==> config.mk <==
export PLATFORM = sky130hd
export DESIGN_NAME = seq_divider
export DESIGN_NICKNAME = d
export VERILOG_FILES = /design/src/rtl/seq_divider_pkg.sv /design/src/rtl/sdiv_operand_prep.sv /design/src/rtl/sdiv_step.sv /design/src/rtl/sdiv_sign_fix.sv /design/src/rtl/seq_divider.sv
export SDC_FILE = /design/constraint.sdc
export NUM_CORES = 1
export LEC_CHECK = 0
export BUFFER_PORTS_ARGS = -buffer_cell sky130_fd_sc_hd__buf_2
export CORE_MARGIN = 3
export CORE_UTILIZATION = 39
export CTS_BUF_LIST = sky130_fd_sc_hd__clkbuf_2 sky130_fd_sc_hd__clkbuf_4 sky130_fd_sc_hd__clkbuf_8
export DETAILED_ROUTE_END_ITERATION = 12
export HOLD_SLACK_MARGIN = 0.03
export SLEW_MARGIN = 0
export SYNTH_ARGS = -nofsm -noshare
export SYNTH_HDL_FRONTEND = slang
export SYNTH_SLANG_ARGS = --single-unit
==> constraint.sdc <==
create_clock -name clk -period 6.6 [get_ports clk]
set_input_delay 0.99 -clock clk [delete_from_list [all_inputs] [get_ports clk]]
set_output_delay 0.99 -clock clk [all_outputs]
set_load 0.005 [all_outputs]
==> src/rtl/seq_divider_pkg.sv <==
package seq_divider_pkg;
  typedef enum logic {
    PH_IDLE = 1'b0,
    PH_RUN  = 1'b1
  } phase_t;
endpackage

==> src/rtl/sdiv_operand_prep.sv <==
module sdiv_operand_prep #(
  parameter int W = 32
) (
  input  logic [2*W-1:0] dividend,
  input  logic [W-1:0]   divisor,
  input  logic           is_signed,
  output logic [2*W-1:0] z_mag,
  output logic [W-1:0]   x_mag,
  output logic           z_neg,
  output logic           x_neg,
  output logic           zero_div,
  output logic           early_ovf
);
  always_comb begin
    z_neg     = is_signed & dividend[2*W-1];
    x_neg     = is_signed & divisor[W-1];
    z_mag     = z_neg ? (~dividend + 1'b1) : dividend;
    x_mag     = x_neg ? (~divisor + 1'b1) : divisor;
    zero_div  = (divisor == '0);
    // quotient magnitude cannot fit in W bits when the top half already covers the divisor
    early_ovf = !zero_div && (z_mag[2*W-1:W] >= x_mag);
  end
endmodule

==> src/rtl/sdiv_step.sv <==
module sdiv_step #(
  parameter int W = 32
) (
  input  logic [2*W-1:0] pr_in,
  input  logic [W-1:0]   dsor,
  output logic [2*W-1:0] pr_out,
  output logic           qbit
);
  logic          lost_msb;
  logic [W-1:0]  upper;
  logic [W:0]    trial;

  always_comb begin
    lost_msb = pr_in[2*W-1];
    upper    = pr_in[2*W-2:W-1];
    trial    = {1'b0, upper} - {1'b0, dsor};
    // difference non-negative when a bit was shifted out or no borrow occurred
    qbit     = lost_msb | ~trial[W];
    pr_out   = {(qbit ? trial[W-1:0] : upper), pr_in[W-2:0], qbit};
  end
endmodule

==> src/rtl/sdiv_sign_fix.sv <==
module sdiv_sign_fix #(
  parameter int W = 32
) (
  input  logic [2*W-1:0] pr_final,
  input  logic           z_neg,
  input  logic           x_neg,
  input  logic           is_signed,
  output logic [W-1:0]   q_out,
  output logic [W-1:0]   r_out,
  output logic           late_ovf
);
  localparam logic [W-1:0] MOST_NEG = {1'b1, {(W-1){1'b0}}};

  logic [W-1:0] q_mag;
  logic [W-1:0] r_mag;
  logic         q_neg;

  always_comb begin
    q_mag    = pr_final[W-1:0];
    r_mag    = pr_final[2*W-1:W];
    q_neg    = z_neg ^ x_neg;
    late_ovf = is_signed && (q_neg ? (q_mag > MOST_NEG) : q_mag[W-1]);
    if (late_ovf) begin
      q_out = '0;
      r_out = '0;
    end else begin
      q_out = q_neg ? (~q_mag + 1'b1) : q_mag;
      r_out = z_neg ? (~r_mag + 1'b1) : r_mag;
    end
  end
endmodule

==> src/rtl/seq_divider.sv <==
module seq_divider
  import seq_divider_pkg::*;
#(
  parameter int W = 32
) (
  input  logic           clk,
  input  logic           rst_n,
  input  logic           in_valid,
  output logic           in_ready,
  input  logic [2*W-1:0] dividend,
  input  logic [W-1:0]   divisor,
  input  logic           is_signed,
  output logic           busy,
  output logic           out_valid,
  output logic [W-1:0]   quotient,
  output logic [W-1:0]   remainder,
  output logic           div_zero,
  output logic           ovf
);
  localparam int CW = (W > 2) ? $clog2(W) : 1;
  localparam logic [CW-1:0] LAST_STEP = CW'(W - 1);

  phase_t         phase;
  logic [CW-1:0]  step_cnt;
  logic [2*W-1:0] pr_q;
  logic [W-1:0]   dsor_q;
  logic           zneg_q, xneg_q, sgn_q;

  logic [2*W-1:0] z_mag;
  logic [W-1:0]   x_mag;
  logic           z_neg, x_neg, zero_div, early_ovf;
  logic [2*W-1:0] pr_next;
  logic           qbit;
  logic [W-1:0]   q_fix, r_fix;
  logic           late_ovf;
  logic           take;

  sdiv_operand_prep #(.W(W)) u_prep (
    .dividend (dividend),
    .divisor  (divisor),
    .is_signed(is_signed),
    .z_mag    (z_mag),
    .x_mag    (x_mag),
    .z_neg    (z_neg),
    .x_neg    (x_neg),
    .zero_div (zero_div),
    .early_ovf(early_ovf)
  );

  sdiv_step #(.W(W)) u_step (
    .pr_in (pr_q),
    .dsor  (dsor_q),
    .pr_out(pr_next),
    .qbit  (qbit)
  );

  sdiv_sign_fix #(.W(W)) u_fix (
    .pr_final (pr_next),
    .z_neg    (zneg_q),
    .x_neg    (xneg_q),
    .is_signed(sgn_q),
    .q_out    (q_fix),
    .r_out    (r_fix),
    .late_ovf (late_ovf)
  );

  assign busy     = (phase == PH_RUN);
  assign in_ready = (phase == PH_IDLE);
  assign take     = in_valid && in_ready;

  always_ff @(posedge clk) begin
    if (!rst_n) begin
      phase     <= PH_IDLE;
      step_cnt  <= '0;
      pr_q      <= '0;
      dsor_q    <= '0;
      zneg_q    <= 1'b0;
      xneg_q    <= 1'b0;
      sgn_q     <= 1'b0;
      out_valid <= 1'b0;
      quotient  <= '0;
      remainder <= '0;
      div_zero  <= 1'b0;
      ovf       <= 1'b0;
    end else begin
      out_valid <= 1'b0;
      if (take) begin
        if (zero_div || early_ovf) begin
          out_valid <= 1'b1;
          quotient  <= '0;
          remainder <= '0;
          div_zero  <= zero_div;
          ovf       <= early_ovf;
        end else begin
          phase    <= PH_RUN;
          step_cnt <= '0;
          pr_q     <= z_mag;
          dsor_q   <= x_mag;
          zneg_q   <= z_neg;
          xneg_q   <= x_neg;
          sgn_q    <= is_signed;
        end
      end else if (phase == PH_RUN) begin
        pr_q     <= pr_next;
        step_cnt <= step_cnt + 1'b1;
        if (step_cnt == LAST_STEP) begin
          phase     <= PH_IDLE;
          out_valid <= 1'b1;
          quotient  <= q_fix;
          remainder <= r_fix;
          div_zero  <= 1'b0;
          ovf       <= late_ovf;
        end
      end
    end
  end
endmodule

## Word-level counts from Yosys, hierarchy flattened

Cells that the tools add are included.

| storage, ports and cells | value |
|---|---|
| register bits | 172 |
| latch bits | 0 |
| bits in writable memories | 0 |
| memory bits (read-only) | 0 |
| input bits | 100 |
| output and inout port bits | 69 |
| word-level logic and storage cells | 82 |
| memories | 0 |

| cells by class | value |
|---|---|
| $add $sub $neg | 6 |
| multiply operators | 0 |
| div/mod/pow operators | 0 |
| order comparisons | 2 |
| equality and inequality tests | 3 |
| shift-type cells | 0 |
| multiplexer cells | 37 |
| bitwise operators | 11 |
| reduce and logical (&&, ||, !) cells | 11 |

Operators by type and width:

| operator | number |
|---|---|
| $mux W32 | 13 |
| $mux W64 | 4 |
| $add A32 B1 Y32 const B | 3 |
| $not A32 Y32 | 3 |
| $add A64 B1 Y64 const B | 1 |
| $not A64 Y64 | 1 |
| $sub A32 B32 Y33 | 1 |
| $ge A32 B32 Y1 | 1 |
| $gt A32 B32 Y1 const B | 1 |
| $logic_not A32 Y1 | 1 |
| $mux W1 | 17 |
| $mux W5 | 3 |
| $add A5 B1 Y5 const B | 1 |
| $eq A5 B5 Y1 const B | 1 |
| $reduce_and A2 Y1 | 2 |
| $reduce_bool A2 Y1 | 2 |
| $logic_and A1 B1 Y1 | 3 |
| $not A1 Y1 | 3 |
| $reduce_and A3 Y1 | 1 |
| $and A1 B1 Y1 | 2 |
| $ne A2 B1 Y1 const B | 1 |
| $ne A2 B2 Y1 const B | 1 |
| $logic_not A1 Y1 | 1 |
| $logic_or A1 B1 Y1 | 1 |
| 2 further kinds | 2 |

## Depth between registers and ports, before layout

| logic depth | value |
|---|---|
| depth after elaboration | 11 |
| mapped depth | 24 |
| mapped depth without buffers | 20 |

## By module

Synthesis repeated with hierarchy kept, for this count alone.

| second synthesis, totals | value |
|---|---|
| cell total of the unflattened synthesis | 1775 |
| area, all modules | 13539.2 µm² |

By module, submodules not included:

| module | instances | cells each | area each (µm²) | seq. area each (µm²) |
|---|---|---|---|---|
| seq_divider | 1 | 709 | 6461.2 | 3443.3 |
| sdiv_operand_prep | 1 | 437 | 3009.1 | 0.0 |
| sdiv_step | 1 | 366 | 2351.0 | 0.0 |
| sdiv_sign_fix | 1 | 263 | 1717.9 | 0.0 |

## Worst setup path after synthesis

Ideal clock, no wire load.

| timing | value |
|---|---|
| path kind | input port to flip-flop |
| start point | input divisor[10] |
| end point | register pr_q[10] |
| arrival time | 5.819 ns |
| path slack | 0.706 ns |
| stages | 21 |
| path buffers | 2 |
| cell sequence | or4_1 > or3_1 > or4_1 > or2_2 > nor2_1 > and3_1 > a21oi_1 > xnor2_1 > ha_1 > a21o_1 > a21o_1 > a211oi_1 > o21bai_1 > a21o_1 > a221oi_1 > nor2b_1 > a31o_2 > buf_2 > clkbuf_1 > o211ai_1 > a21boi_0 |

| on the way | value |
|---|---|
| cells in the longest elaborated chain, start to end | 8 |
| elaborated cells on any way between the ends | 10 |
| classes of those cells | 1 x add/sub; 1 x order compare; 1 x eq/ne; 1 x mux; 1 x bitwise; 5 x reduce/logical |

RTL lines:

| element | RTL line | RTL |
|---|---|---|
| from (decl) | seq_divider.sv:11 | `input logic [W-1:0] divisor,` |
| $not A32 Y32 | sdiv_operand_prep.sv:18 | `x_mag = x_neg ? (~divisor + 1'b1) : divisor;` |
| $add A32 B1 Y32 | sdiv_operand_prep.sv:18 |  |
| $mux W32 | sdiv_operand_prep.sv:18 |  |
| $ge A32 B32 Y1 | sdiv_operand_prep.sv:21 | `early_ovf = !zero_div && (z_mag[2*W-1:W] >= x_mag);` |
| $logic_and A1 B1 Y1 | sdiv_operand_prep.sv:21 |  |
| $logic_or A1 B1 Y1 (*) | seq_divider.sv:88 | `if (zero_div \|\| early_ovf) begin` |
| $ne A2 B2 Y1 (no source line) (*) | -- |  |
| $reduce_and A2 Y1 (no source line) (*) | -- |  |
| to (signal assigned) | seq_divider.sv:97 | `pr_q <= z_mag;` |
| to (signal assigned) | seq_divider.sv:104 | `pr_q <= pr_next;` |
| to (decl) | seq_divider.sv:25 | `logic [2*W-1:0] pr_q;` |

Every way passes the cells marked *; elsewhere a longest branch is shown, timed or not.
A chain may end at the register's enable or synchronous reset.

## Final worst setup path

| timing | value |
|---|---|
| start point | input divisor[10] |
| end point | register pr_q[2] |

The elaborated chain is that of the path after synthesis.

==> results.toml <==
[yosys]
yosysWarnings = 0
synth_seq_cells = 172
async_flop_share_pct = 0
yosysUniqueCellTypes = 90
syn_inst = 1763
synth_edf_count = 0
synthesis.nets = 1934
netlist_area_um2 = 13600
synth_top_flop_cell = "dfxtp_1"
synth.avg_cell_area_um2 = 7.69
seq_area_frac_synth_pct = 25.4

[min_path]
hold_class = "reg2reg"

[setup_path]
crit_fanout = 43
crit_top_cell = "a21o_1"
cp_slowest_cell = "or4_1"
slowest_delay_ns = 0.58
path_buf_inv = 2
crit_chain = "buf_2 > or4_1 > or3_1 > or4_1 > or2_2 > nor2_1 > and3_1 > a21oi_1 > xnor2_1 > ha_1 > a21o_1 > a21o_1 > a211oi_1 > o21bai_1 > a21o_1 > a221oi_1 > nor2b_1 > a31o_2 > buf_12 > o211ai_1 > a21boi_0"
crit_required_ns = 7.01
critPathLaunchType = "primary input"
end_kind = "flop"
cp_data_arrival_time_ns = 6.63
crit_family = "simple AND/OR/NAND/NOR gates"
worstSetupPathType = "in2reg"

[clock_network]
clk_pin_slew_ns = 0.09
clock_path_buffers = 2
cts_buffers = 17
clk_latency_ns = 0.49
cts_htree_levels = 4
cts_root_buf = "clkbuf_8"
cts_hold_buf = 0
cts_resized = 0
cts_setup_buffers = 0
cts_sinks = 172
cts_tree = "built"

[layout]
drive_gt1_share_pct = 14.5
multiInputGateArea_um2 = 9460
fin_util_pct = 45.0
fin_area_um2 = 15300
fillers = 3499
area_growth_pct = 12.5
num-nets-final = 2048
instances_no_fill = 2338
seqCellArea_um2 = 3440

[sta]
whs_ns = 0.449
setup_viol = 0
maxClockFrequency_mhz = 161
finClkSkew_ns = 0.0203
setup_ws_ns = 0.386
hold_viol = 0
fin_tns_setup_ns = 0
post-route-min-period_ns = 6.21
rsz0062_at_grt = "no"
maxSlewViolCount = 0
worst_pin_slew_ns = 1.13
period_share_pct = 94.1
max_slew_margin_pct = 24.3

[global_route]
overflow = 0
grt_pass1_vias = 12300
grt_pass1_wl_um = 70200
antenna_found_initial = 0
grt_usage_pct = 24.4
grt_max_degree = 91

[drt]
detail_route.vias_per_cell = 5.78
ant_nets = 0
dr.pass1.iters = 6
route.detailed.drc = 0
drt_iter0_drc = 1019
vias = 13500
avgRoutedWirePerCell_um = 19.8
wirelength_um = 46300

[placed_design]
placed_area_um2 = 14900
io_buffer_count = 168
dp_slack_ns = -0.0272
dp.cells = 2306
hpwl_um = 36100
place.gp.congestion = 0.931

[power_and_ir_drop]
total_power_mw = 6.18
ir_worst_vdd_v = 0.000303
p_per_area_nw_per_um2 = 405
power_leakage_nw = 6.35

[floorplan]
die_h_um = 192
die_area_um2 = 37100
pin_count = 169
placementRows = 67
dieWidth_um = 192
coreArea_um2 = 33900
start_util_pct = 40.1

[run_status]
outcome = "finished clean"

[job]
drv_cap = 0
[where the power goes]
group	total (mW)	internal [mW]	switching [mW]
logic	4.12	1.45	2.67
registers	1.30	1.15	0.151
clock network	0.759	0.326	0.433
total	6.18	2.93	3.26
[state kept, by name (all words and copies together), names as in the netlist]
name	cells
quotient	32
div_zero	1
busy	1
remainder	32
dsor_q	32
pr_q	64
zneg_q	1
out_valid	1
xneg_q	1
ovf	1
sgn_q	1
step_cnt	5
[metal layers]
layer	wire (um)	share of wire, %	global-route usage (%)
met1	22600	49	36.2
met2	19400	42	35.9
met3	3300	7.1	4.52
met4	995	2.1	6.39
met5	0	0	0
[worst reg2reg max path: cells and delay by family (launching register included)]
| family | cells | cell delay (ns) |
|---|---|---|
| flops | 1 | 0.48 |
| xor+xnor | 1 | 0.15 |
| simple gates | 3 | 1.15 |
| buf+inv | 2 | 0.18 |
| fa+ha+maj | 3 | 0.92 |
| compound gates | 8 | 2.72 |
[Yosys cell counts, types with 16 or more instances]
| cell type | number | area, um^2 |
|---|---|---|
| nand2_1 | 233 | 875 |
| dfxtp_1 | 172 | 3440 |
| a21oi_1 | 101 | 505 |
| o21ai_0 | 99 | 495 |
| nor2_1 | 98 | 368 |
| xnor2_1 | 91 | 797 |
| xor2_1 | 77 | 674 |
| ha_1 | 70 | 876 |
| inv_1 | 68 | 255 |
| clkbuf_1 | 65 | 244 |
| o211ai_1 | 56 | 420 |
| nor2b_1 | 53 | 332 |
| a21boi_0 | 52 | 390 |
| a22oi_1 | 44 | 330 |
| nor3_1 | 37 | 185 |
| o211a_1 | 36 | 360 |
| buf_2 | 32 | 160 |
| mux2i_1 | 28 | 280 |
| o31ai_1 | 27 | 203 |
| nand3_1 | 26 | 130 |
| or3_1 | 25 | 156 |
| a21o_1 | 20 | 150 |
| a31oi_1 | 16 | 100 |
| nand4_1 | 16 | 100 |
| o41ai_1 | 16 | 140 |
[path summary, 6_finish.rpt]
path | slack [ns] | to | cells after the start | start
min reg2reg | 0.45 | remainder[30] | 2 | remainder[30]
max | 0.39 | pr_q[2] | 21 | divisor[10]
max reg2reg | 0.89 | remainder[24] | 17 | pr_q[31]
min | 0.45 | remainder[30] | 2 | remainder[30]
[cell type report]
type,instances,area share [%]
timing repair buffer,202,7.53
inverter,69,1.70
sequential,172,22.6
tap,448,3.67
antenna,2,0.0328
clock buffer,20,1.76
clock inverter,10,0.705
multi-input combinational,1415,62.0
[layout by cell type (no fill, tap or decap), types with 16 or more instances in the layout]
cell type and instances:
nand2_1 233, dfxtp_1 172, buf_2 167, a21oi_1 101, o21ai_0 99, nor2_1 98
xnor2_1 90, xor2_1 77, ha_1 70, inv_1 68, o211ai_1 56, nor2b_1 52
a21boi_0 52, a22oi_1 44, nor3_1 37, o211a_1 36, buf_4 31, mux2i_1 28
o31ai_1 27, nand3_1 26, or3_1 25, a21o_1 20, clkbuf_8 19, nand4_1 16
o41ai_1 16
[logic make-up (layout without fill, tap and decap cells)]
group           count (synthesis)  in the layout  synth area share [%]
buf+inv                       176            301                  5.30
simple gates                  594            594                  21.5
compound gates                550            550                  27.9
fa+ha+maj                      71             71                  6.60
other cells                     0              2                     0
mux                            32             32                  2.40
xor+xnor                      168            168                  10.8
flops                         172            172                  25.4
(Power assumes the default switching activity.)
